[config.mk]
export PLATFORM = sky130hd
export DESIGN_NAME = clk_chan_div
export DESIGN_NICKNAME = d
export VERILOG_FILES = /design/src/rtl/clk_div_pkg.sv /design/src/rtl/clk_div_sync.sv /design/src/rtl/clk_div_core.sv /design/src/rtl/clk_div_out.sv /design/src/rtl/clk_chan_div.sv
export SDC_FILE = /design/constraint.sdc
export NUM_CORES = 1
export LEC_CHECK = 0
export BUFFER_PORTS_ARGS = -buffer_cell sky130_fd_sc_hd__buf_2
export CORE_ASPECT_RATIO = 0.75
export CORE_MARGIN = 2
export CORE_UTILIZATION = 48
export DETAILED_ROUTE_END_ITERATION = 10
export MAX_ROUTING_LAYER = met4
export PLACE_DENSITY = 0.75
export SETUP_SLACK_MARGIN = 0.3
export SLEW_MARGIN = 40
export SYNTH_ARGS = -nofsm -noshare
export SYNTH_HDL_FRONTEND = slang
export SYNTH_SLANG_ARGS = --single-unit
[constraint.sdc]
create_clock -name clk_i -period 2 [get_ports clk_i]
set_clock_uncertainty 0.15 [all_clocks]
set_input_delay 0.1 -clock clk_i [delete_from_list [all_inputs] [get_ports clk_i]]
set_output_delay 0.1 -clock clk_i [all_outputs]
set_load 0.1 [all_outputs]
[src/rtl/clk_div_pkg.sv]
package clk_div_pkg;
  typedef enum logic [1:0] {
    ST_PARK = 2'd0,
    ST_OFFS = 2'd1,
    ST_RUN  = 2'd2
  } div_st_e;
endpackage

[src/rtl/clk_div_sync.sv]
module clk_div_sync #(
  parameter int STAGES = 2
) (
  input  logic clk_i,
  input  logic rst_ni,
  input  logic d_i,
  output logic q_o
);
  logic [STAGES-1:0] pipe_q;

  always_ff @(posedge clk_i or negedge rst_ni) begin
    if (!rst_ni) pipe_q <= '0;
    else         pipe_q <= {pipe_q[STAGES-2:0], d_i};
  end

  assign q_o = pipe_q[STAGES-1];
endmodule

[src/rtl/clk_div_core.sv]
module clk_div_core
  import clk_div_pkg::*;
#(
  parameter int CW     = 4,
  parameter int PW     = 4,
  parameter int HI_RST = 3,
  parameter int LO_RST = 3,
  localparam int NW    = (CW > PW) ? CW : PW
) (
  input  logic          clk_i,
  input  logic          rst_ni,
  input  logic          hold_i,
  input  logic          idle_i,
  input  logic          start_hi_i,
  input  logic [CW-1:0] hi_i,
  input  logic [CW-1:0] lo_i,
  input  logic [PW-1:0] phase_i,
  output logic          lvl_o,
  output div_st_e       st_o,
  output logic [NW-1:0] cnt_o
);
  div_st_e       st_q;
  logic [NW-1:0] cnt_q;
  logic          lvl_q;
  logic [CW-1:0] hi_q, lo_q;
  logic [PW-1:0] ph_q;
  logic [NW-1:0] lim;
  logic [NW-1:0] ph_last;

  // phase limit comes from latched fields only
  assign lim     = lvl_q ? NW'(hi_q) : NW'(lo_q);
  assign ph_last = NW'(ph_q) - NW'(1);

  always_ff @(posedge clk_i or negedge rst_ni) begin
    if (!rst_ni) begin
      st_q  <= ST_PARK;
      cnt_q <= '0;
      lvl_q <= 1'b0;
      hi_q  <= CW'(HI_RST);
      lo_q  <= CW'(LO_RST);
      ph_q  <= '0;
    end else if (hold_i || idle_i) begin
      st_q  <= ST_PARK;
      cnt_q <= '0;
      lvl_q <= start_hi_i;
      hi_q  <= hi_i;
      lo_q  <= lo_i;
      ph_q  <= phase_i;
    end else begin
      unique case (st_q)
        ST_PARK: begin
          cnt_q <= '0;
          lvl_q <= start_hi_i;
          hi_q  <= hi_i;
          lo_q  <= lo_i;
          ph_q  <= phase_i;
          st_q  <= (phase_i == '0) ? ST_RUN : ST_OFFS;
        end
        ST_OFFS: begin
          if (cnt_q == ph_last) begin
            cnt_q <= '0;
            st_q  <= ST_RUN;
          end else begin
            cnt_q <= cnt_q + NW'(1);
          end
        end
        ST_RUN: begin
          if (cnt_q == lim) begin
            cnt_q <= '0;
            lvl_q <= ~lvl_q;
            hi_q  <= hi_i;   // new ratio only at a boundary
            lo_q  <= lo_i;
          end else begin
            cnt_q <= cnt_q + NW'(1);
          end
        end
        default: begin
          st_q  <= ST_PARK;
          cnt_q <= '0;
        end
      endcase
    end
  end

  assign lvl_o = lvl_q;
  assign st_o  = st_q;
  assign cnt_o = cnt_q;
endmodule

[src/rtl/clk_div_out.sv]
module clk_div_out (
  input  logic clk_i,
  input  logic lvl_i,
  input  logic bypass_i,
  input  logic ign_sync_i,
  input  logic force_hi_i,
  input  logic pwr_dn_i,
  output logic clk_o,
  output logic oe_o
);
  logic pre;

  always_comb begin
    if (bypass_i)                     pre = clk_i;
    else if (ign_sync_i && force_hi_i) pre = 1'b1;
    else                              pre = lvl_i;
  end

  assign clk_o = pre & ~pwr_dn_i;
  assign oe_o  = ~pwr_dn_i;
endmodule

[src/rtl/clk_chan_div.sv]
module clk_chan_div
  import clk_div_pkg::*;
#(
  parameter int CW          = 4,
  parameter int PW          = 4,
  parameter int HI_RST      = 3,
  parameter int LO_RST      = 3,
  parameter int SYNC_STAGES = 2,
  localparam int NW         = (CW > PW) ? CW : PW
) (
  input  logic          clk_i,
  input  logic          rst_ni,
  input  logic          sync_req_i,
  input  logic [CW-1:0] hi_cnt_i,
  input  logic [CW-1:0] lo_cnt_i,
  input  logic [PW-1:0] phase_i,
  input  logic          start_hi_i,
  input  logic          bypass_i,
  input  logic          ign_sync_i,
  input  logic          force_hi_i,
  input  logic          pwr_dn_i,
  output logic          clk_o,
  output logic          oe_o
);
  logic          sync_s;
  logic          hold;
  logic          lvl;
  div_st_e       st;
  logic [NW-1:0] cnt;

  clk_div_sync #(.STAGES(SYNC_STAGES)) u_sync (
    .clk_i (clk_i),
    .rst_ni(rst_ni),
    .d_i   (sync_req_i),
    .q_o   (sync_s)
  );

  assign hold = sync_s & ~ign_sync_i;

  clk_div_core #(
    .CW(CW), .PW(PW), .HI_RST(HI_RST), .LO_RST(LO_RST)
  ) u_core (
    .clk_i     (clk_i),
    .rst_ni    (rst_ni),
    .hold_i    (hold),
    .idle_i    (bypass_i),
    .start_hi_i(start_hi_i),
    .hi_i      (hi_cnt_i),
    .lo_i      (lo_cnt_i),
    .phase_i   (phase_i),
    .lvl_o     (lvl),
    .st_o      (st),
    .cnt_o     (cnt)
  );

  clk_div_out u_out (
    .clk_i     (clk_i),
    .lvl_i     (lvl),
    .bypass_i  (bypass_i),
    .ign_sync_i(ign_sync_i),
    .force_hi_i(force_hi_i),
    .pwr_dn_i  (pwr_dn_i),
    .clk_o     (clk_o),
    .oe_o      (oe_o)
  );
endmodule

==> metrics.md, run 1 <==
| Metric | Value |
|---|---|
| Clock-pin slew on the worst setup and hold paths | `0.12 ns` |
| Most used DFF post-synth | `dfrtp_1` |
| Pwr Density | `950 nW/um2` |
| Initial antenna violation count | `0` |
| Ys async rst share | `1.00` |
| Drc violations | `0` |
| Fin crit period | `2.03 ns` |
| CP max stage delay | `0.46 ns` |
| Critical Path RT | `2.15 ns` |
| Worst-path fanout max | `8` |
| CTS tree | `built` |
| Util after Layout | `0.753` |
| Register area share after synthesis | `0.458` |
| Core ar. | `2290 um2` |
| Post-synth EDFFs | `0` |
| Reg2reg setup slack | `-0.03 ns` |
| Via density | `4.98` |
| Yosys cell types | `29` |
| Post-synthesis cell count | `94` |
| R2R Path Start | `u_core.lvl_o` |
| CP Capture Type | `flip-flop` |
| Worst-Skew Late Latency | `0.41 ns` |
| Port Buffers | `21` |
| HP Class | `in -> async` |
| Pins Over Slew Limit | `0` |
| Max_cap viols | `0` |
| Final hold vios | `0` |
| Commonest non-fill, non-tap cell in the layout | `buf_2` |
| Syn Area/Cell | `12.3 um2` |
| Gpl congestion | `0.765` |
| Dominant cells by area after synthesis | `dfrtp_1 (37%), mux2_4 (10%), dfstp_2 (9.1%)` |
| Total grt overflow | `0` |
| CP startpoint kind | `flip-flop` |
| Slowest library cell on the worst path | `dfrtp_2` |
| Post-synth net total | `119` |
| Std-Cell Rows | `15` |
| Share of Yosys cell area claimed by the top area cell type | `0.367` |
| Ports | `22` |
| Seq cells post-synth | `21` |
| First-pass GRT wire length | `4360 um` |
| Crit Path Class | `reg -> reg` |
| Die area | `2830 um2` |
| Vias | `897` |
| Mapped Area | `1160 um2` |
| Setup TNS Final | `-0.0819 ns` |
| Routed wire per std cell | `15.3 um` |
| Crit path depth | `6` |
| Commonest cells after routing, fill and taps aside | `buf_2 (20), dlygate4sd3_1 (16), dfrtp_1 (16)` |
| CP bufs+invs | `1` |
| Max_slew headroom | `0.675` |
| Layout cell share with drive strength beyond 1 | `0.521` |
| Cell Chain, Critical Path | `mux2i_2, xnor2_2, nor4_4, a21oi_4, buf_12, mux2_4` |
| Vias in the first global route | `975` |
| CP arrival | `2.18 ns` |
| Run status | `complete, but fails checks` |
| Unrepaired setup endpoints after global routing | `true` |
| Final WS setup | `-0.0276 ns` |
| Dpl hpwl | `1620 um` |
| Detail Route Antenna Nets | `0` |
| DRT Wirelength | `2760 um` |
| Initial DRC Count | `21` |
| Failing checks | `setup timing` |
| Pre-antenna DRT Iters | `4` |
| Worst R2R End | `u_core.lo_q[3]` |
| Fin crit share | `1.01` |
| Layout area overhead | `48.8%` |
| Fin nets | `172` |
| Count of final setup violators | `4` |
| Gr usage total | `0.234` |
| Worst Tran Pin Value | `0.482 ns` |
| Die Y | `46.6 um` |
| CP delay by family, top | `multiplexers` |
| Top cell type by total area after synthesis | `dfrtp_1` |
| Largest net degree at the start of global routing | `22` |
| Highest Clock Rate | `493 MHz` |
| Register-to-Register Path Depth | `6` |
| Synth warnings | `0` |
| Fillers | `158` |
| Initial Util | `0.506` |
| Max VDD drop | `0.465 mV` |
| Die Wd | `60.7 um` |
| N_diodes | `0` |
| Static Leakage | `0.768 nW` |
## cell families after synthesis
kind of cell	after synthesis	synth area share
simple gates	20	0.109
fa+ha+maj	5	0.0540
xor+xnor	12	0.0907
mux	17	0.186
flops	21	0.458
compound gates	10	0.0670
buf+inv	9	0.0356
## how the worst max path moves through the flow
stage	from	endpoint	slack (ns)
3_3_place_gp	u_core.lvl_o	u_core.lo_q[3]	0.1
6_report	u_core.lvl_o	u_core.lo_q[3]	-0.03
3_5_place_dp	u_core.lvl_o	u_core.lo_q[3]	-0.01
2_1_floorplan	u_core.lvl_o	u_core.hi_q[2]	0.11
4_1_cts	u_core.hi_q[0]	u_core.lo_q[3]	0.02
5_1_grt	u_core.lvl_o	u_core.lo_q[3]	-0.09
## per-stage QoR
stage	hold WS [ns]	setup slack, ns	cells	total power (W)	cell area (um2)
finish	0.00990	-0.0276	180	0.00164	1720
global route	0.0338	-0.0865	180	0.00174	1720
CTS	0.0246	0.0170	178	0.00155	1640
detailed placement	-0.0620	-0.0149	152	0.00111	1340
global placement	-0.0701	0.0977	152	0.00109	1340
floorplan	-0.346	0.110	94	0.000993	1170
## routing by layer
| layer | vias up | wire [um] | global-route usage |
|---|---|---|---|
| met3 | 3 | 116 | 0.112 |
| met4 | 0 | 17 | 0.0826 |
| met5 | - | 0 | - |
| li1 | 431 | - | - |
| met2 | 21 | 1350 | 0.348 |
| met1 | 442 | 1280 | 0.277 |
## timing repair
item / CTS / global route
resized for setup: 16 / 13
pin swaps: 7 / 5
endpoints found under the hold margin: 37 / 0
setup buffers: 3 / 2
endpoints found under the setup margin: 17 / 20
hold buffers: 16 / 0
## where the power goes
group / switching [W] / internal, W / total, W / leakage, nW
logic: 0.000301 / 0.000360 / 0.000661 / 0.467
clock network: 0.000201 / 0.000208 / 0.000409 / 0.0491
registers: 0.0000652 / 0.000504 / 0.000569 / 0.252
total: 0.000567 / 0.00107 / 0.00164 / 0.768
## cell type report
| class | instances | area (um2) | area share |
|---|---|---|---|
| clock inverter | 1 | 5.00 | 0.00290 |
| timing repair buffer | 45 | 352 | 0.204 |
| clock buffer | 7 | 77.6 | 0.0450 |
| sequential | 21 | 532 | 0.308 |
| tap | 34 | 42.5 | 0.0247 |
| inverter | 8 | 30.0 | 0.0174 |
| multi-input combinational | 64 | 686 | 0.398 |
## synthesized netlist by cell type, types with 2 or more instances
cell type	number
dfrtp_1	17
inv_1	8
mux2_4	8
nor2_1	2
ha_1	5
mux2i_1	5
xnor2_1	11
nand4b_1	2
nand2_1	4
mux2_2	4
dfstp_2	4
nor3_1	4
nand3_1	2
a21oi_1	3
## state kept, by name, summed over array words and instances, names as in the netlist
signal,count
u_core.cnt_o,4
u_core.hi_q,4
u_core.lo_q,4
u_core.lvl_o,1
u_core.ph_q,4
u_core.st_o,2
u_sync.pipe_q,2
## worst register-to-register path: stages, from the launching register on
cell     delay [ns]
dfrtp_2        0.46
mux2i_2        0.29
xnor2_2        0.11
nor4_4         0.35
a21oi_4        0.10
buf_12         0.17
mux2_4         0.30
Power figures use the tool's default switching activity.
==> inputs of run 2 (changes only) <==
CORE_UTILIZATION = 25   (was 48)
PLACE_DENSITY = 0.46   (was 0.75)
SKIP_LAST_GASP = 1   (was default)
==> run 2 against run 1 <==
Against the previous run:
- critical path depth is the same
- the run still ends with setup timing left
- sequential power shrank 1%
- final area grew 2.7%
- final cell count grew 13%
==> metrics.md, run 2 (same netlist as run 1, synthesis figures left out) <==
| Metric | Value |
|---|---|
| Portion of total power attributed to the clock network | `0.297 (+0.047)` |
| Final WS setup | `-0.000481 ns (+0.0271 ns)` |
| Max_cap viols | `0 (unchanged)` |
| Critical Path RT | `2.10 ns (-0.05 ns)` |
| Fin crit period | `2.00 ns (-0.0271 ns)` |
| Max VDD drop | `0.368 mV (-21%)` |
| Failing checks | `setup timing` |
| Routed wire per std cell | `13.3 um (-13%)` |
| Count of final setup violators | `1 (-3)` |
| CP Capture Type | `flip-flop` |
| Met3 wire length | `169 um (+46%)` |
| Top Layer Used | `met4` |
| Fin crit share | `1.00 (-0.0136)` |
| N_diodes | `0 (unchanged)` |
| Initial antenna violation count | `0 (unchanged)` |
| Vias in the first global route | `948 (-2.8%)` |
| First-pass GRT wire length | `4430 um (+1.6%)` |
| Commonest non-fill, non-tap cell in the layout | `buf_2` |
| CTS tree | `built` |
| CP max stage delay | `0.43 ns (-0.03 ns)` |
| Die Y | `63.0 um (+35%)` |
| Seq pwr share | `0.323 (-0.024)` |
| Detail Route Antenna Nets | `0 (unchanged)` |
| Initial Util | `0.259 (-0.247)` |
| Gpl congestion | `0.710 (-7.1%)` |
| Crit path depth | `6 (unchanged)` |
| Sw frac | `0.336 (-0.0101)` |
| Met1 WL | `1260 um (-1.1%)` |
| Internal power | `0.00116 W (+8.0%)` |
| Die area | `5200 um2 (+84%)` |
| Pwr Density | `984 nW/um2 (+3.6%)` |
| Cell Chain, Critical Path | `mux2i_2, xnor2_1, nor4_4, a21oi_4, buf_12, mux2_4` |
| Clock-pin slew on the worst setup and hold paths | `0.07 ns (-0.05 ns)` |
| Slowest library cell on the worst path | `dfrtp_2` |
| Combinational fraction of design power | `0.380 (-0.023)` |
| Pins Over Slew Limit | `0 (unchanged)` |
| Setup TNS Final | `-0.000481 ns (+0.0815 ns)` |
| Layout cell share with drive strength beyond 1 | `0.514 (-0.00685)` |
| Total grt overflow | `0 (unchanged)` |
| Hold_sp | `bypass_i` |
| Static Leakage | `0.763 nW (-0.67%)` |
| DP Cell Count | `175 (+15%)` |
| Register-to-Register Path Depth | `6 (unchanged)` |
| Layout area overhead | `52.8%` |
| CP startpoint kind | `flip-flop` |
| Hold Path Cell Cnt | `5` |
| Largest net degree at the start of global routing | `22 (unchanged)` |
| Ports | `22 (unchanged)` |
| Met2 routed WL | `1240 um (-8.5%)` |
| Initial DRC Count | `24 (+14%)` |
| Pre-antenna DRT Iters | `4 (unchanged)` |
| Die Wd | `82.6 um (+36%)` |
| Critical path origin | `u_core.lvl_o` |
| Via density | `4.25 (-15%)` |
| Unrepaired setup endpoints after global routing | `true` |
| Commonest cells after routing, fill and taps aside | `buf_2 (20), dfrtp_1 (16), dlygate4sd3_1 (15)` |
| HP Class | `in -> reg` |
| DRT Wirelength | `2700 um (-2.1%)` |
| Core ar. | `4470 um2 (+95%)` |
| Worst-path fanout max | `8 (unchanged)` |
| Final hold vios | `0 (unchanged)` |
| Fin nets | `172 (unchanged)` |
| Layout Cells excl Fill | `203 (+13%)` |
| Gr usage total | `0.124 (-0.110)` |
| Run status | `complete, but fails checks` |
| Worst Tran Pin Value | `0.524 ns (+0.0419 ns)` |
| Psw | `0.000586 W (+3.3%)` |
| Max_slew headroom | `0.648 (-0.0278)` |
| Crit Path Class | `reg -> reg` |
| CP delay by family, top | `multiplexers` |
| Vias | `863 (-3.8%)` |
| Worst-Skew Late Latency | `0.36 ns (-0.05 ns)` |
| Std-Cell Rows | `21 (+6)` |
| CP arrival | `2.10 ns (-0.08 ns)` |
| Highest Clock Rate | `500 MHz (+1.4%)` |
| Port Buffers | `21 (unchanged)` |
| Drc violations | `0 (unchanged)` |
| R2R Path Start | `u_core.lvl_o` |
| Dpl hpwl | `1760 um (+8.3%)` |
| CP bufs+invs | `1 (unchanged)` |
| Reg2reg setup slack | `-0.0005 ns (+0.03 ns)` |
## run 2: cell types whose count changed in the layout (fill, tap and decap cells not counted), sizes merged
| cell | delta |
|---|---|
| clkinv | -1 |
| dlygate4sd3 | -1 |
| clkbuf | +1 |
| buf | +1 |
## run 2: final timing paths
| path | end |
|---|---|
| worst max-delay path | u_core.hi_q[2] |
| worst min-delay path | u_core.st_o[1] |
| worst max register to register | u_core.hi_q[2] |
| worst min register to register | u_sync.pipe_q[1] |
| max in group asynchronous | u_core.lvl_o |
| min in group asynchronous | u_core.cnt_o[0] |
## run 2: what timing repair did
item,in CTS,in global routing
setup endpoints to repair,16,20
pin swaps,5,3
buffers inserted,5,1
hold buffers,15,0
hold endpoints to repair,35,0
resized for setup,14,11
## run 2: layout make-up
class	count	area [um2]
Clock buffer	8	106
Fill cell	461	2700
Inverter	8	30.0
Multi-Input combinational cell	64	689
Sequential cell	21	532
Tap cell	57	71.3
Timing Repair Buffer	45	342
## run 2: per-stage QoR
| stage | total power (W) | util | area [um2] | worst slack (ns) | hold slack, ns |
|---|---|---|---|---|---|
| detailed placement | 0.00112 | 0.305 | 1360 | 0.00886 | -0.0593 |
| finish | 0.00174 | 0.396 | 1770 | -0.000481 | 0.0597 |
| global route | 0.00188 | 0.396 | 1770 | -0.0984 | 0.0665 |
| global placement | 0.00110 | 0.305 | 1360 | 0.0586 | -0.0679 |
| floorplan | 0.000993 | - | 1170 | 0.110 | -0.346 |
| CTS | 0.00169 | 0.384 | 1720 | 0.0251 | 0.0106 |
## run 2: routing by layer
metal / track usage / vias to the layer above
met3: 0.0694 / 4
li1: - / 430
met4: 0.0471 / 0
met1: 0.147 / 407
met2: 0.174 / 22
met5: - / -
## run 2: power groups by stage
stage,sequential [W],clock [W],combinational [W]
5_1_grt,0.000573,0.000579,0.000725
4_1_cts,0.000561,0.000530,0.000603
3_5_place_dp,0.000567,0.0000521,0.000497
3_3_place_gp,0.000567,0.0000521,0.000482
6_report,0.000562,0.000518,0.000663
2_1_floorplan,0.000543,0.0000481,0.000402
## run 2: tightest hold or removal path, delay by kind of cell
kind            cells  cell delay, ns
simple gates        1            0.07
compound gates      2            0.08
buf+inv             2            0.28
==> inputs of run 3 (changes only) <==
CORE_UTILIZATION = 30   (was 25)
PLACE_DENSITY = 0.52   (was 0.46)
SYNTH_HIERARCHICAL = 1   (was default)
==> run 3 against run 2 <==
Against the previous run:
- the run now ends clean
- critical path depth increased by 1
- global-route usage rose by 0.71 points
- via count is 0.58% higher
- maximum frequency grew 1.4%
- utilization increased by 8.8 points
- power rose by 2.0%
- combinational power grew 2%
- wire length is 9.5% lower
- final area is 0.71% higher
- flip-flop and latch count did not move
- critical path type unchanged
- critical endpoint is now u_core/st_o[1]
- largest power group unchanged
==> metrics.md, run 3 <==
| Metric | Value |
|---|---|
| Fillers | `341 (-26%)` |
| Register area share after synthesis | `0.459 (+0.00149)` |
| Max_slew headroom | `0.678 (+0.0308)` |
| Layout area overhead | `54.4%` |
| Placed Area | `1380 um2 (+1.1%)` |
| Clock-pin slew on the worst setup and hold paths | `0.09 ns (+0.02 ns)` |
| Fin area | `1780 um2 (+0.71%)` |
| Top cell type by total area after synthesis | `dfrtp_1` |
| Ports | `22 (unchanged)` |
| Gr usage total | `0.131 (+0.00712)` |
| Overall power | `0.00178 W (+2.0%)` |
| Psw | `0.000605 W (+3.4%)` |
| Seq cells post-synth | `21 (unchanged)` |
| Largest net degree at the start of global routing | `22 (unchanged)` |
| Dominant cells by area after synthesis | `dfrtp_1 (37%), mux2_2 (11%), dfstp_2 (9.1%)` |
| Commonest non-fill, non-tap cell in the layout | `buf_2` |
| First-pass GRT wire length | `4030 um (-9.0%)` |
| Routed wire per std cell | `12.2 um (-8.6%)` |
| Share of Yosys cell area claimed by the top area cell type | `0.368 (+0.00119)` |
| Vias in the first global route | `938 (-1.1%)` |
| Min Hold Slack | `0.0600 ns (+0.000301 ns)` |
| Crit Path Class | `reg -> reg` |
| Vias | `868 (+0.58%)` |
| Most frequent cell after synthesis | `dfrtp_1` |
| Pre-antenna DRT Iters | `3 (-1)` |
| Synth warnings | `6 (+6)` |
| N_diodes | `0 (unchanged)` |
| Post-synth EDFFs | `0 (unchanged)` |
| Count of final setup violators | `0 (-1)` |
| Die Wd | `75.6 um (-8.4%)` |
| Sw frac | `0.341 (+0.00468)` |
| Cell Chain, Critical Path | `inv_2, ha_4, xnor2_2, xnor2_1, o41ai_2, nand2_1, a2111oi_2` |
| Core ar. | `3680 um2 (-18%)` |
| Run status | `completed` |
| Portion of total power attributed to the clock network | `0.305 (+0.008)` |
| Fin crit period | `1.97 ns (-0.0269 ns)` |
| Pwr Density | `997 nW/um2 (+1.3%)` |
| Dpl hpwl | `1690 um (-4.0%)` |
| HP Class | `in -> async` |
| CP arrival | `2.10 ns (about the same)` |
| Initial DRC Count | `29 (+21%)` |
| Drc violations | `0 (unchanged)` |
| Slowest library cell on the worst path | `dfrtp_1` |
| Layout cell share with drive strength beyond 1 | `0.523 (+0.00979)` |
| CTS tree | `built` |
| Die Y | `57.7 um (-8.3%)` |
| Via density | `4.32 (+1.6%)` |
| Detail Route Antenna Nets | `0 (unchanged)` |
| Fin nets | `175 (+1.7%)` |
| Commonest cells after routing, fill and taps aside | `buf_2 (20), dlygate4sd3_1 (17), dfrtp_1 (16)` |
| Most used DFF post-synth | `dfrtp_1` |
| Port Buffers | `21 (unchanged)` |
| Max VDD drop | `0.552 mV (+50%)` |
| Mapped Area | `1150 um2 (-0.32%)` |
| CP bufs+invs | `1 (unchanged)` |
| Static Leakage | `0.747 nW (-2.1%)` |
| Die area | `4370 um2 (-16%)` |
| Reg2reg setup slack | `0.03 ns (+0.03 ns)` |
| Unrepaired setup endpoints after global routing | `true` |
| CP startpoint kind | `flip-flop` |
| Leading cell types by count after synthesis | `dfrtp_1 (17), mux2_2 (11), xnor2_1 (11)` |
| Worst-Skew Late Latency | `0.37 ns (about the same)` |
| Pins Over Slew Limit | `0 (unchanged)` |
| Gpl congestion | `0.722 (+1.7%)` |
| Total grt overflow | `0 (unchanged)` |
| Initial Util | `0.313 (+0.0540)` |
| Worst-path fanout max | `3 (-5)` |
| Post-synthesis cell count | `94 (unchanged)` |
| Layout Cells excl Fill | `201 (-0.99%)` |
| Max_cap viols | `0 (unchanged)` |
| DRT Wirelength | `2450 um (-9.5%)` |
| Yosys cell types | `30 (+3.4%)` |
| Fin crit share | `0.987 (-0.0135)` |
| Initial antenna violation count | `0 (unchanged)` |
| CP Capture Type | `flip-flop` |
| Internal power | `0.00117 W (+1.3%)` |
| CP delay by family, top | `compound AO/OA/AOI/OAI gates` |
| Highest Clock Rate | `507 MHz (+1.4%)` |
| Ys async rst share | `1.00 (unchanged)` |
| Std-Cell Rows | `19 (-9.5%)` |
| Syn Area/Cell | `12.3 um2 (-0.32%)` |
| Final hold vios | `0 (unchanged)` |
| Seq pwr share | `0.316 (-0.007)` |
| Post-synth net total | `119 (unchanged)` |
| DP Cell Count | `170 (-2.9%)` |
| Combinational fraction of design power | `0.379 (about the same)` |
| Worst Tran Pin Value | `0.483 ns (-0.0413 ns)` |
| Critical Path RT | `2.12 ns (+0.02 ns)` |
| CP max stage delay | `0.39 ns (-0.04 ns)` |
-- run 3: cell count changes after synthesis, moves of 2 or more --
cell	previous run	this run
a21oi_1	3	0
inv_1	8	6
mux2_2	4	11
mux2_4	8	1
nand2_1	4	7
nand4b_1	2	0
nor3_1	4	6
-- run 3: cell type report --
class                   count  area, um2  share of cell area
repair buffers             48        368               0.206
clock inverters             1       7.51             0.00421
flip-flops and latches     21        532               0.298
multi-input cells          66        694               0.389
inverters                   6       22.5              0.0126
clock buffers               7       93.8              0.0526
well taps                  52       65.1              0.0365
-- run 3: cell families (layout without fill, tap and decap cells) --
kind of cell | count (synthesis) | after routing | synth area share
buffers and inverters | 7 | 62 | 0.0293
AND/OR/NAND/NOR | 25 | 25 | 0.139
flip-flops | 21 | 21 | 0.459
AO/OA/AOI/OAI | 7 | 7 | 0.0639
XOR/XNOR | 12 | 12 | 0.0910
multiplexers | 17 | 17 | 0.164
adder cells (fa/ha/maj) | 5 | 5 | 0.0542
-- run 3: metrics by stage --
step           utilization  setup TNS [ns]  worst slack (ns)
3_3_place_gp         0.374               0           0.00997
6_report             0.484               0            0.0265
2_1_floorplan            -               0             0.117
4_1_cts              0.471               0            0.0507
5_1_grt              0.484          -0.659           -0.0910
3_5_place_dp         0.374               0            0.0149
-- run 3: final timing paths --
kind | start | endpoint | cells after the start
min | rst_ni | u_core/st_o[1] | 2
max | u_core/ph_q[1] | u_core/st_o[1] | 7
min reg2reg | u_sync/pipe_q[0] | u_sync/pipe_q[1] | 0
max in group asynchronous | rst_ni | u_core/hi_q[1] | 2
max reg2reg | u_core/ph_q[1] | u_core/st_o[1] | 7
min in group clk_i | u_sync/pipe_q[0] | u_sync/pipe_q[1] | 0
-- run 3: repair_timing --
| item | 4_1_cts | 5_1_grt |
|---|---|---|
| endpoints found under the hold margin | 36 | 0 |
| gates cloned | 0 | 0 |
| hold buffers | 17 | 0 |
| resized for setup | 16 | 6 |
| setup endpoints to repair | 21 | 22 |
| pin swaps | 8 | 9 |
| buffers inserted | 4 | 3 |
-- run 3: power by group through the flow --
stage | sequential [W] | combinational (W) | clock [W]
finish | 0.000562 | 0.000674 | 0.000541
floorplan | 0.000550 | 0.000409 | 0.0000645
detailed placement | 0.000571 | 0.000505 | 0.0000654
CTS | 0.000565 | 0.000629 | 0.000548
global route | 0.000572 | 0.000737 | 0.000588
global placement | 0.000570 | 0.000494 | 0.0000654
-- run 3: routing by layer --
| metal | vias up | track usage | wire, um |
|---|---|---|---|
| li1 | 440 | - | - |
| met1 | 405 | 0.157 | 1190 |
| met2 | 18 | 0.184 | 1090 |
| met3 | 5 | 0.0696 | 141 |
| met4 | 0 | 0.0551 | 31 |
| met5 | - | - | 0 |
